File: src/rtl/eirq_pkg.sv
// Package eirq_pkg
// Shared register address map and helper functions for the external
// interrupt controller. Assumes a 4-bit register address.
package eirq_pkg;

    localparam int unsigned ADDR_W = 4;

    typedef enum logic [ADDR_W-1:0] {
        REG_KIND     = 4'd0,   // trigger kind: 0 edge, 1 level
        REG_EDGE_POL = 4'd1,   // 1 rising, 0 falling
        REG_LVL_POL  = 4'd2,   // 1 high, 0 low
        REG_FILT     = 4'd3,   // majority filter enable
        REG_MASK_SET = 4'd4,   // write-one-to-set mask
        REG_MASK_CLR = 4'd5,   // write-one-to-clear mask
        REG_MASK     = 4'd6,   // mask readback
        REG_STAT     = 4'd7,   // status readback
        REG_STAT_CLR = 4'd8,   // write-one-to-clear status
        REG_ACT_SET  = 4'd9,   // write-one-to-set channel active
        REG_ACT_CLR  = 4'd10,  // write-one-to-clear channel active
        REG_ACT      = 4'd11   // active readback
    } reg_sel_e;

    // Majority of three single-bit samples.
    function automatic logic maj3(input logic a, input logic b, input logic c);
        return (a & b) | (a & c) | (b & c);
    endfunction

endpackage

File: src/rtl/eirq_sync.sv
// Module eirq_sync
// Multi-stage synchronizer for a vector of asynchronous pins. Each bit
// is treated independently; no bus coherency is implied. Assumes STAGES >= 2.
module eirq_sync #(
    parameter int unsigned WIDTH  = 8,
    parameter int unsigned STAGES = 2
) (
    input  logic             clk,
    input  logic             rst_n,
    input  logic [WIDTH-1:0] async_i,
    output logic [WIDTH-1:0] sync_o
);

    logic [WIDTH-1:0] chain_q [STAGES];

    // Capture stage: first flop of the chain samples the raw pins.
    always_ff @(posedge clk) begin
        if (!rst_n) begin
            chain_q[0] <= '0;
        end else begin
            chain_q[0] <= async_i;
        end
    end

    genvar g;
    generate
        for (g = 1; g < STAGES; g++) begin : g_stage
            // Settling stage: shift the sample one flop further.
            always_ff @(posedge clk) begin
                if (!rst_n) begin
                    chain_q[g] <= '0;
                end else begin
                    chain_q[g] <= chain_q[g-1];
                end
            end
        end
    endgenerate

    assign sync_o = chain_q[STAGES-1];

endmodule

File: src/rtl/eirq_detect.sv
// Module eirq_detect
// Per-channel optional majority filter and trigger condition check.
// Inputs are already synchronous. The edge history runs whether or not a
// channel is active, so enabling a channel never creates a false edge.
module eirq_detect
    import eirq_pkg::*;
#(
    parameter int unsigned NUM_CH = 8
) (
    input  logic              clk,
    input  logic              rst_n,
    input  logic [NUM_CH-1:0] sample_i,
    input  logic [NUM_CH-1:0] kind_i,
    input  logic [NUM_CH-1:0] edge_pol_i,
    input  logic [NUM_CH-1:0] lvl_pol_i,
    input  logic [NUM_CH-1:0] filt_en_i,
    output logic [NUM_CH-1:0] trig_o
);

    genvar ch;
    generate
        for (ch = 0; ch < NUM_CH; ch++) begin : g_ch
            logic hist1_q;
            logic hist2_q;
            logic prev_q;
            logic value;
            logic edge_hit;
            logic lvl_hit;

            // History: keep the last two synchronized samples and the last filtered value.
            always_ff @(posedge clk) begin
                if (!rst_n) begin
                    hist1_q <= 1'b0;
                    hist2_q <= 1'b0;
                    prev_q  <= 1'b0;
                end else begin
                    hist1_q <= sample_i[ch];
                    hist2_q <= hist1_q;
                    prev_q  <= value;
                end
            end

            // Condition: choose raw or voted value, then test edge or level.
            always_comb begin
                value    = filt_en_i[ch] ? maj3(sample_i[ch], hist1_q, hist2_q)
                                         : sample_i[ch];
                edge_hit = edge_pol_i[ch] ? (value & ~prev_q) : (~value & prev_q);
                lvl_hit  = (value == lvl_pol_i[ch]);
                trig_o[ch] = kind_i[ch] ? lvl_hit : edge_hit;
            end
        end
    endgenerate

endmodule

File: src/rtl/eirq_regs.sv
// Module eirq_regs
// Register file: configuration, mask, channel-active and sticky status,
// plus a registered read port. If set and clear hit the same bit in one
// cycle, the clear wins for mask and active. A trigger beats a status
// clear. Deactivating a channel zeroes its status.
module eirq_regs
    import eirq_pkg::*;
#(
    parameter int unsigned NUM_CH = 8
) (
    input  logic              clk,
    input  logic              rst_n,
    input  logic [ADDR_W-1:0] bus_addr,
    input  logic              bus_wr,
    input  logic              bus_rd,
    input  logic [NUM_CH-1:0] bus_wdata,
    output logic [NUM_CH-1:0] bus_rdata,
    input  logic [NUM_CH-1:0] trig_i,
    output logic [NUM_CH-1:0] kind_o,
    output logic [NUM_CH-1:0] edge_pol_o,
    output logic [NUM_CH-1:0] lvl_pol_o,
    output logic [NUM_CH-1:0] filt_en_o,
    output logic [NUM_CH-1:0] mask_o,
    output logic [NUM_CH-1:0] act_o,
    output logic [NUM_CH-1:0] stat_o
);

    logic [NUM_CH-1:0] kind_q, edge_pol_q, lvl_pol_q, filt_q;
    logic [NUM_CH-1:0] mask_q, act_q, stat_q;
    logic [NUM_CH-1:0] mask_set, mask_clr, act_set, act_clr, stat_clr;
    logic [NUM_CH-1:0] mask_d, act_d, stat_d, rd_mux;

    // Write decode: turn address and strobe into per-channel set/clear vectors.
    always_comb begin
        mask_set = (bus_wr && bus_addr == REG_MASK_SET) ? bus_wdata : '0;
        mask_clr = (bus_wr && bus_addr == REG_MASK_CLR) ? bus_wdata : '0;
        act_set  = (bus_wr && bus_addr == REG_ACT_SET)  ? bus_wdata : '0;
        act_clr  = (bus_wr && bus_addr == REG_ACT_CLR)  ? bus_wdata : '0;
        stat_clr = (bus_wr && bus_addr == REG_STAT_CLR) ? bus_wdata : '0;
    end

    // Next state: clear beats set for controls; trigger beats clear for status.
    always_comb begin
        mask_d = (mask_q | mask_set) & ~mask_clr;
        act_d  = (act_q | act_set) & ~act_clr;
        stat_d = act_q & ~act_clr & (trig_i | (stat_q & ~stat_clr));
    end

    // Configuration registers: plain read/write.
    always_ff @(posedge clk) begin
        if (!rst_n) begin
            kind_q     <= '0;
            edge_pol_q <= '0;
            lvl_pol_q  <= '0;
            filt_q     <= '0;
        end else if (bus_wr) begin
            if (bus_addr == REG_KIND)     kind_q     <= bus_wdata;
            if (bus_addr == REG_EDGE_POL) edge_pol_q <= bus_wdata;
            if (bus_addr == REG_LVL_POL)  lvl_pol_q  <= bus_wdata;
            if (bus_addr == REG_FILT)     filt_q     <= bus_wdata;
        end
    end

    // Control and status state update.
    always_ff @(posedge clk) begin
        if (!rst_n) begin
            mask_q <= '0;
            act_q  <= '0;
            stat_q <= '0;
        end else begin
            mask_q <= mask_d;
            act_q  <= act_d;
            stat_q <= stat_d;
        end
    end

    // Read select: readable addresses return state, all others zero.
    always_comb begin
        case (bus_addr)
            REG_KIND:     rd_mux = kind_q;
            REG_EDGE_POL: rd_mux = edge_pol_q;
            REG_LVL_POL:  rd_mux = lvl_pol_q;
            REG_FILT:     rd_mux = filt_q;
            REG_MASK:     rd_mux = mask_q;
            REG_STAT:     rd_mux = stat_q;
            REG_ACT:      rd_mux = act_q;
            default:      rd_mux = '0;
        endcase
    end

    // Read data register: one-cycle read latency, held between reads.
    always_ff @(posedge clk) begin
        if (!rst_n) begin
            bus_rdata <= '0;
        end else if (bus_rd) begin
            bus_rdata <= rd_mux;
        end
    end

    assign kind_o     = kind_q;
    assign edge_pol_o = edge_pol_q;
    assign lvl_pol_o  = lvl_pol_q;
    assign filt_en_o  = filt_q;
    assign mask_o     = mask_q;
    assign act_o      = act_q;
    assign stat_o     = stat_q;

endmodule

File: src/rtl/ext_irq_ctrl.sv
// Module ext_irq_ctrl
// Top of the external interrupt controller: synchronizer, filter and
// detector, and register file. Produces per-channel requests and a wake
// flag. Assumes all pins and the bus sit in the clk domain, except
// pin_i, which is asynchronous.
module ext_irq_ctrl
    import eirq_pkg::*;
#(
    parameter int unsigned NUM_CH      = 8,
    parameter int unsigned SYNC_STAGES = 2
) (
    input  logic              clk,
    input  logic              rst_n,
    input  logic [NUM_CH-1:0] pin_i,
    input  logic [ADDR_W-1:0] bus_addr,
    input  logic              bus_wr,
    input  logic              bus_rd,
    input  logic [NUM_CH-1:0] bus_wdata,
    output logic [NUM_CH-1:0] bus_rdata,
    output logic [NUM_CH-1:0] irq_o,
    output logic              wake_o
);

    logic [NUM_CH-1:0] pin_sync;
    logic [NUM_CH-1:0] trig;
    logic [NUM_CH-1:0] kind, edge_pol, lvl_pol, filt_en;
    logic [NUM_CH-1:0] mask_q, act_q, stat_q;

    eirq_sync #(
        .WIDTH  (NUM_CH),
        .STAGES (SYNC_STAGES)
    ) u_sync (
        .clk     (clk),
        .rst_n   (rst_n),
        .async_i (pin_i),
        .sync_o  (pin_sync)
    );

    eirq_detect #(
        .NUM_CH (NUM_CH)
    ) u_detect (
        .clk        (clk),
        .rst_n      (rst_n),
        .sample_i   (pin_sync),
        .kind_i     (kind),
        .edge_pol_i (edge_pol),
        .lvl_pol_i  (lvl_pol),
        .filt_en_i  (filt_en),
        .trig_o     (trig)
    );

    eirq_regs #(
        .NUM_CH (NUM_CH)
    ) u_regs (
        .clk        (clk),
        .rst_n      (rst_n),
        .bus_addr   (bus_addr),
        .bus_wr     (bus_wr),
        .bus_rd     (bus_rd),
        .bus_wdata  (bus_wdata),
        .bus_rdata  (bus_rdata),
        .trig_i     (trig),
        .kind_o     (kind),
        .edge_pol_o (edge_pol),
        .lvl_pol_o  (lvl_pol),
        .filt_en_o  (filt_en),
        .mask_o     (mask_q),
        .act_o      (act_q),
        .stat_o     (stat_q)
    );

    // Output stage: request needs status, mask and active; wake ignores the mask.
    always_comb begin
        irq_o  = stat_q & mask_q & act_q;
        wake_o = |(stat_q & act_q);
    end

endmodule

File: config.mk
export PLATFORM = sky130hd
export DESIGN_NAME = ext_irq_ctrl
export DESIGN_NICKNAME = d
export VERILOG_FILES = /design/src/rtl/eirq_pkg.sv /design/src/rtl/eirq_sync.sv /design/src/rtl/eirq_detect.sv /design/src/rtl/eirq_regs.sv /design/src/rtl/ext_irq_ctrl.sv
export SDC_FILE = /design/constraint.sdc
export NUM_CORES = 1
export LEC_CHECK = 0
export BUFFER_PORTS_ARGS = -buffer_cell sky130_fd_sc_hd__buf_2
export CAP_MARGIN = 20
export CORE_MARGIN = 2
export CORE_UTILIZATION = 45
export DETAILED_ROUTE_END_ITERATION = 8
export GPL_TIMING_DRIVEN = 0
export SLEW_MARGIN = 20
export SYNTH_ARGS = -nofsm -noshare
export SYNTH_HDL_FRONTEND = slang
export SYNTH_HIERARCHICAL = 1
export SYNTH_SLANG_ARGS = --single-unit
File: constraint.sdc
create_clock -name clk -period 2.5 [get_ports clk]
set_clock_uncertainty 0.15 [all_clocks]
set_input_delay 0.25 -clock clk [delete_from_list [all_inputs] [get_ports clk]]
set_output_delay 0.25 -clock clk [all_outputs]
set_load 0.005 [all_outputs]
==> metrics.md, run 1 <==
| Metric | Value |
|---|---|
| Status | complete, no violations |
| Cell Area, Placed | 5032 µm² |
| 1st-iter DRT viols | 319 |
| Fin area | 5295 µm² |
| Root Buffer | clkbuf_8 |
| Worst r2r path cells | 6 |
| GR Util All Layers | 0.2249 |
| # IOs | 41 |
| Initial Utilization | 0.4596 |
| Slew headroom | 0.5323 |
| Hpwl dp | 8910 µm |
| CP Class | reg2reg |
| Crit Reg-Reg Startpoint | u_regs/filt_en_o[6] |
| Worst Hold Launch | rst_n |
| Die Ht | 106.2 µm |
| Fillers | 973 |
| Post-CTS setup buffers | 0 |
| # clock sinks | 104 |
| Gate Count Post-Synth | 483 |
| Worst VDD drop | 0.2731 mV |
| TritonRoute pass-1 iters | 5 |
| Final setup TNS | 0 ps |
| Least-Margin Pin Slew | 699.0 ps |
| R2R setup slack | 350 ps |
| Die X | 106.2 µm |
| Min-delay worst type | in2reg |
| IO buf count | 32 |
| Req. time, crit path | 2590 ps |
| Initial antenna violation count | 0 |
| GPL Wtd Cong | 0.9379 |
| Routed WL | 12270 µm |
| Sequential area share after synthesis | 0.4428 |
| Final hold slack | 116.5 ps |
| Vias in the first global route | 3683 |
| Drt wl/cell | 18.17 µm |
| Final non-filler cell total | 675 |
| Critical path launch point type | flop |
| Reg area | 2082 µm² |
| CTS tree | done |
| Crit-path max FO | 5 |
| Synthesized flop and latch total | 104 |
| Worst R2R End | u_regs/stat_o[6] |
| Syn_nets | 507 |
| Area delta synth->final | 12.61% |
| Clk slew on worst S/H paths | 100 ps |
| Htree depth | 3 |
| Endpoint class of the critical path | flop |
| N_diodes | 0 |
| YS warnings | 6 |
| Final cycle utilization of the critical path | 0.8615 |
| Leak pwr | 2.258 nW |
| Area occupied by multi-input gates | 2446 µm² |
| Remaining Overflow, GRT | 0 |
| Largest net degree at the start of global routing | 18 |
| Pwr per Cell Area | 554.6 nW/µm² |
| Vias per cell | 5.754 |
| Post-Syn Area | 4702 µm² |
| Clock latency on the worst-skew pair | 370 ps |
| First-pass GRT wire length | 19650 µm |
| Total CTS buffers | 9 |
| DP Cell Count | 651 |
| Cell variety after synth | 46 |
| Site row count | 37 |
| Fin. Hold Viols | 0 |
| Avg Cell Area, Syn | 9.735 µm² |
| Fmax | 464.3 MHz |
| Clock buffer depth | 2 |
| Crit path DAT | 2240 ps |
| Final #Nets | 558 |
| Final Slew Violations | 0 |
| Post-route ant nets | 0 |
| Max Cap Violations | 0 |
| DR DRC count | 0 |
| Worst hold stages | 2 |
| Layout cells sized above 1 | 0.1818 |
| Min Tclk post-route | 2154 ps |
| Min-Delay Endpoint | u_detect/g_ch[6].hist1_q |
| Vias | 3884 |
| Final Setup Violations | 0 |
| RSZ-0062 raised after global routing | false |
| Area of the core | 10230 µm² |
| DIE AREA | 11280 µm² |
layer usage:
layer / GRT usage / vias up / part of all wire
met2: 0.3549 / 119 / 0.46
met5: 0 / - / 0
met4: 0.08647 / 0 / 0.019
li1: - / 1887 / -
met3: 0.03372 / 20 / 0.050
met1: 0.3104 / 1858 / 0.47
layout by cell type, fill, tap and decap left out, types with 3 or more instances in the layout:
master,n
a211oi_1,11
a21boi_1,5
a21o_1,8
a21oi_1,29
a221oi_1,7
a221oi_2,8
a22o_1,9
and2_1,20
and2_2,20
and3_1,21
buf_2,42
buf_4,4
clkbuf_1,17
clkbuf_8,10
dfxtp_1,104
dlygate4sd3_1,8
inv_1,3
mux2i_1,40
nand2_1,22
nand2b_1,12
nand3_1,11
nand3b_1,5
nor2_1,30
nor3b_1,20
nor4b_1,8
nor4bb_1,8
o2111a_1,5
o211ai_1,3
o21ai_1,8
o22ai_1,6
or4_1,8
cell type report:
cell class	count	share of cell area
clock inverters	5	0.007798
flip-flops and latches	104	0.3932
inverters	3	0.002127
repair buffers	40	0.04537
plain buffers	32	0.03072
multi-input cells	344	0.4620
clock buffers	11	0.02670
well taps	136	0.03214
synthesized netlist by cell type (all sizes together):
cell type | instances | area [µm²]
a2111oi | 1 | 8.760
a211oi | 11 | 82.58
a21boi | 5 | 37.54
a21o | 8 | 60.06
a21oi | 29 | 145.1
a221o | 1 | 21.27
a221oi | 15 | 181.4
a22o | 9 | 78.83
a22oi | 2 | 15.01
and2 | 40 | 275.3
and3 | 22 | 138.9
and4bb | 1 | 12.51
buf | 16 | 102.6
clkbuf | 16 | 60.06
dfxtp | 104 | 2082
inv | 3 | 11.26
mux2i | 40 | 400.4
nand2 | 22 | 82.58
nand2b | 12 | 75.07
nand3 | 12 | 65.06
nand3b | 5 | 37.54
nand4b | 2 | 17.52
nor2 | 31 | 118.9
nor2b | 1 | 6.260
nor3 | 4 | 36.29
nor3b | 20 | 150.1
nor4b | 8 | 70.07
nor4bb | 8 | 80.08
o2111a | 5 | 56.30
o211ai | 3 | 22.52
o21ai | 9 | 45.04
o22ai | 6 | 37.54
o31ai | 2 | 15.01
or2 | 1 | 6.260
or3 | 1 | 6.260
or4 | 8 | 60.06
stage by stage:
step / worst slack (ps) / power [mW] / utilization
2_1_floorplan: 584.1 / 1.893 / -
3_3_place_gp: 360.8 / 1.967 / 0.4919
3_5_place_dp: 328.2 / 1.972 / 0.4919
4_1_cts: 361.0 / 2.959 / 0.5175
5_1_grt: 244.1 / 3.059 / 0.5175
6_report: 346.3 / 2.937 / 0.5175
state kept, by name (all words and copies together) (netlist names):
signal and count:
u_regs/act_o 8, u_regs/lvl_pol_o 8, u_regs/stat_o 8, u_sync/chain_q 16, u_regs/kind_o 8, u_detect/g_ch.prev_q 8
u_regs/filt_en_o 8, u_detect/g_ch.hist1_q 8, u_regs/mask_o 8, u_detect/g_ch.hist2_q 8, u_regs/edge_pol_o 8, u_regs/bus_rdata 8
where the power goes:
part | total (mW) | switching (mW) | leakage [nW] | internal [mW]
sequential | 1.71 | 0.0204 | 0.844 | 1.69
combinational | 0.239 | 0.147 | 1.32 | 0.0917
clock | 0.990 | 0.591 | 0.0914 | 0.399
total | 2.94 | 0.759 | 2.26 | 2.18
critical path, stage by stage (launching register included):
cell      delay [ps]
dfxtp_1          370
a21o_1           190
a22o_1           270
and3_1           190
or4_1            590
o211ai_1         190
a21oi_1           50
worst max-delay path by stage:
stage,to,startpoint,depth (start not counted)
2_1_floorplan,u_regs/stat_o[6],u_regs/filt_en_o[6],6
3_3_place_gp,u_regs/edge_pol_o[7],rst_n,6
3_5_place_dp,u_regs/kind_o[7],rst_n,6
4_1_cts,u_regs/stat_o[6],u_regs/filt_en_o[6],6
5_1_grt,u_regs/stat_o[6],u_regs/filt_en_o[6],6
6_report,u_regs/stat_o[6],u_regs/filt_en_o[6],6
cell families after synthesis:
family | count (synthesis) | share of synthesized area
AO/OA/AOI/OAI | 106 | 0.1716
buffers and inverters | 35 | 0.03699
flip-flops | 104 | 0.4428
multiplexers | 40 | 0.08515
AND/OR/NAND/NOR | 198 | 0.2634
timing repair:
action,in CTS,in global routing
resized for setup,0,0
endpoints found under the hold margin,8,0
hold buffers,8,0
Power figures use the tool's default switching activity.
==> inputs of run 2 (changes only) <==
- CORE_UTILIZATION: 45 -> 50
- PLACE_DENSITY: unset -> 0.69
==> metrics.md, run 2 (same netlist as run 1, synthesis figures left out) <==
| Metric | Value |
|---|---|
| Drt wl/cell | 18.37 µm (was 18.17 µm) |
| DIE AREA | 10200 µm² (was 11280 µm²) |
| Remaining Overflow, GRT | 0 (unchanged) |
| Endpoint class of the critical path | flop (unchanged) |
| CP Class | reg2reg (unchanged) |
| Min Tclk post-route | 2143 ps (was 2154 ps) |
| Initial Utilization | 0.5113 (was 0.4596) |
| # clock sinks | 104 (unchanged) |
| Post-route ant nets | 0 (unchanged) |
| Least-Margin Pin Slew | 705.0 ps (was 699.0 ps) |
| RSZ-0062 raised after global routing | false (unchanged) |
| Worst VDD drop | 0.3653 mV (was 0.2731 mV) |
| Max Cap Violations | 0 (unchanged) |
| Critical path launch point type | flop (unchanged) |
| IO buf count | 32 (unchanged) |
| Pwr per Cell Area | 575.4 nW/µm² (was 554.6 nW/µm²) |
| Largest net degree at the start of global routing | 18 (unchanged) |
| Final Setup Violations | 0 (unchanged) |
| Root Buffer | clkbuf_8 (unchanged) |
| N_diodes | 0 (unchanged) |
| DR DRC count | 0 (unchanged) |
| Final cycle utilization of the critical path | 0.8573 (was 0.8615) |
| Area of the core | 9196 µm² (was 10230 µm²) |
| Fin. Hold Viols | 0 (unchanged) |
| First-pass GRT wire length | 19330 µm (was 19650 µm) |
| Final Slew Violations | 0 (unchanged) |
| Initial antenna violation count | 0 (unchanged) |
| Fin area | 5288 µm² (was 5295 µm²) |
| TritonRoute pass-1 iters | 5 (unchanged) |
| Vias | 3900 (was 3884) |
| Worst Hold Launch | rst_n (unchanged) |
| Clk slew on worst S/H paths | 100 ps (about the same) |
| Layout cells sized above 1 | 0.1818 (unchanged) |
| Fmax | 466.6 MHz (was 464.3 MHz) |
| Vias in the first global route | 3635 (was 3683) |
| Die Ht | 101.0 µm (was 106.2 µm) |
| Clock latency on the worst-skew pair | 370 ps (about the same) |
| Final non-filler cell total | 650 (was 675) |
| Vias per cell | 6.000 (was 5.754) |
| Die X | 101.0 µm (was 106.2 µm) |
| Crit Reg-Reg Startpoint | u_regs/filt_en_o[6] (unchanged) |
| Cell Area, Placed | 5001 µm² (was 5032 µm²) |
| # hold bufs at CTS | 8 (unchanged) |
| Post-CTS Resized | 0 (unchanged) |
| DP Cell Count | 626 (was 651) |
| Final #Nets | 558 (unchanged) |
| Number of flip-flops in the largest register | 16 (unchanged) |
| 1st-iter DRT viols | 233 (was 319) |
| Clock buffer depth | 2 (unchanged) |
| GPL Wtd Cong | 0.8885 (was 0.9379) |
| Crit path DAT | 2240 ps (about the same) |
| GR Util All Layers | 0.2439 (was 0.2249) |
| Commonest non-fill, non-tap cell in the layout | dfxtp_1 (unchanged) |
| Htree depth | 3 (unchanged) |
| Critical Path Source | u_regs/filt_en_o[6] (unchanged) |
| Routed WL | 11940 µm (was 12270 µm) |
| Post-CTS setup buffers | 0 (unchanged) |
| Total CTS buffers | 9 (unchanged) |
| Hpwl dp | 8626 µm (was 8910 µm) |
| Leak pwr | 2.264 nW (was 2.258 nW) |
| Fillers | 855 (was 973) |
| Commonest non-fill, non-tap cells in the layout | dfxtp_1 (104), buf_2 (42), mux2i_1 (40) (unchanged) |
| Crit-path max FO | 5 (unchanged) |
| Most flops, register | u_sync/chain_q (unchanged) |
| Slew headroom | 0.5283 (was 0.5323) |
| Area delta synth->final | 12.45% (was 12.61%) |
| Status | complete, no violations (unchanged) |
| Req. time, crit path | 2600 ps (was 2590 ps) |
| Site row count | 35 (was 37) |
| CTS tree | done (unchanged) |
| Min-delay worst type | in2reg (unchanged) |
| # IOs | 41 (unchanged) |
| Final setup TNS | 0 ps (unchanged) |
-- run 2: metrics by stage --
step / power, mW / hold slack, ps / utilization / setup WS, ps
global placement: 1.963 / 263.8 / 0.5438 / 389.3
floorplan: 1.893 / 227.3 / - / 584.1
CTS: 3.055 / 123.1 / 0.5750 / 364.7
finish: 3.043 / 126.0 / 0.5750 / 356.8
detailed placement: 1.970 / 273.0 / 0.5438 / 349.5
global route: 3.151 / 140.2 / 0.5750 / 253.6
-- run 2: worst paths after layout --
path	end	slack (ps)	depth (start not counted)
hold / removal	u_detect/g_ch[6].hist2_q	130	2
setup reg to reg	u_regs/stat_o[6]	360	6
setup / recovery	u_regs/stat_o[6]	360	6
hold reg to reg	u_sync/chain_q[1][3]	290	1
-- run 2: where the power goes --
part           internal [mW]  leakage [nW]  switching (mW)
Clock                  0.500        0.0977           0.598
Combinational         0.0917          1.32           0.145
Sequential              1.69         0.844          0.0203
-- run 2: metal layers --
metal	track usage	wire, µm	vias to the layer above
li1	-	-	1886
met1	0.3374	5459	1871
met2	0.3974	5634	131
met3	0.03883	736	12
met4	0.06445	109	0
met5	0	0	-
-- run 2: worst max-delay path: stages (launching register included) --
cell	delay, ps
dfxtp_1	370
a21o_1	190
a22o_1	270
and3_1	200
or4_1	590
o211ai_1	190
a21oi_1	60
-- run 2: layout make-up --
cell class              instances  area (µm²)  area share
clock buffers                  11       141.4     0.02674
multi-input cells             344        2446      0.4626
well taps                     111       138.9     0.02627
inverters                       3       11.26    0.002130
flip-flops and latches        104        2082      0.3938
plain buffers                  32       162.7     0.03076
repair buffers                 40       240.2     0.04543
clock inverters                 5       65.06     0.01230
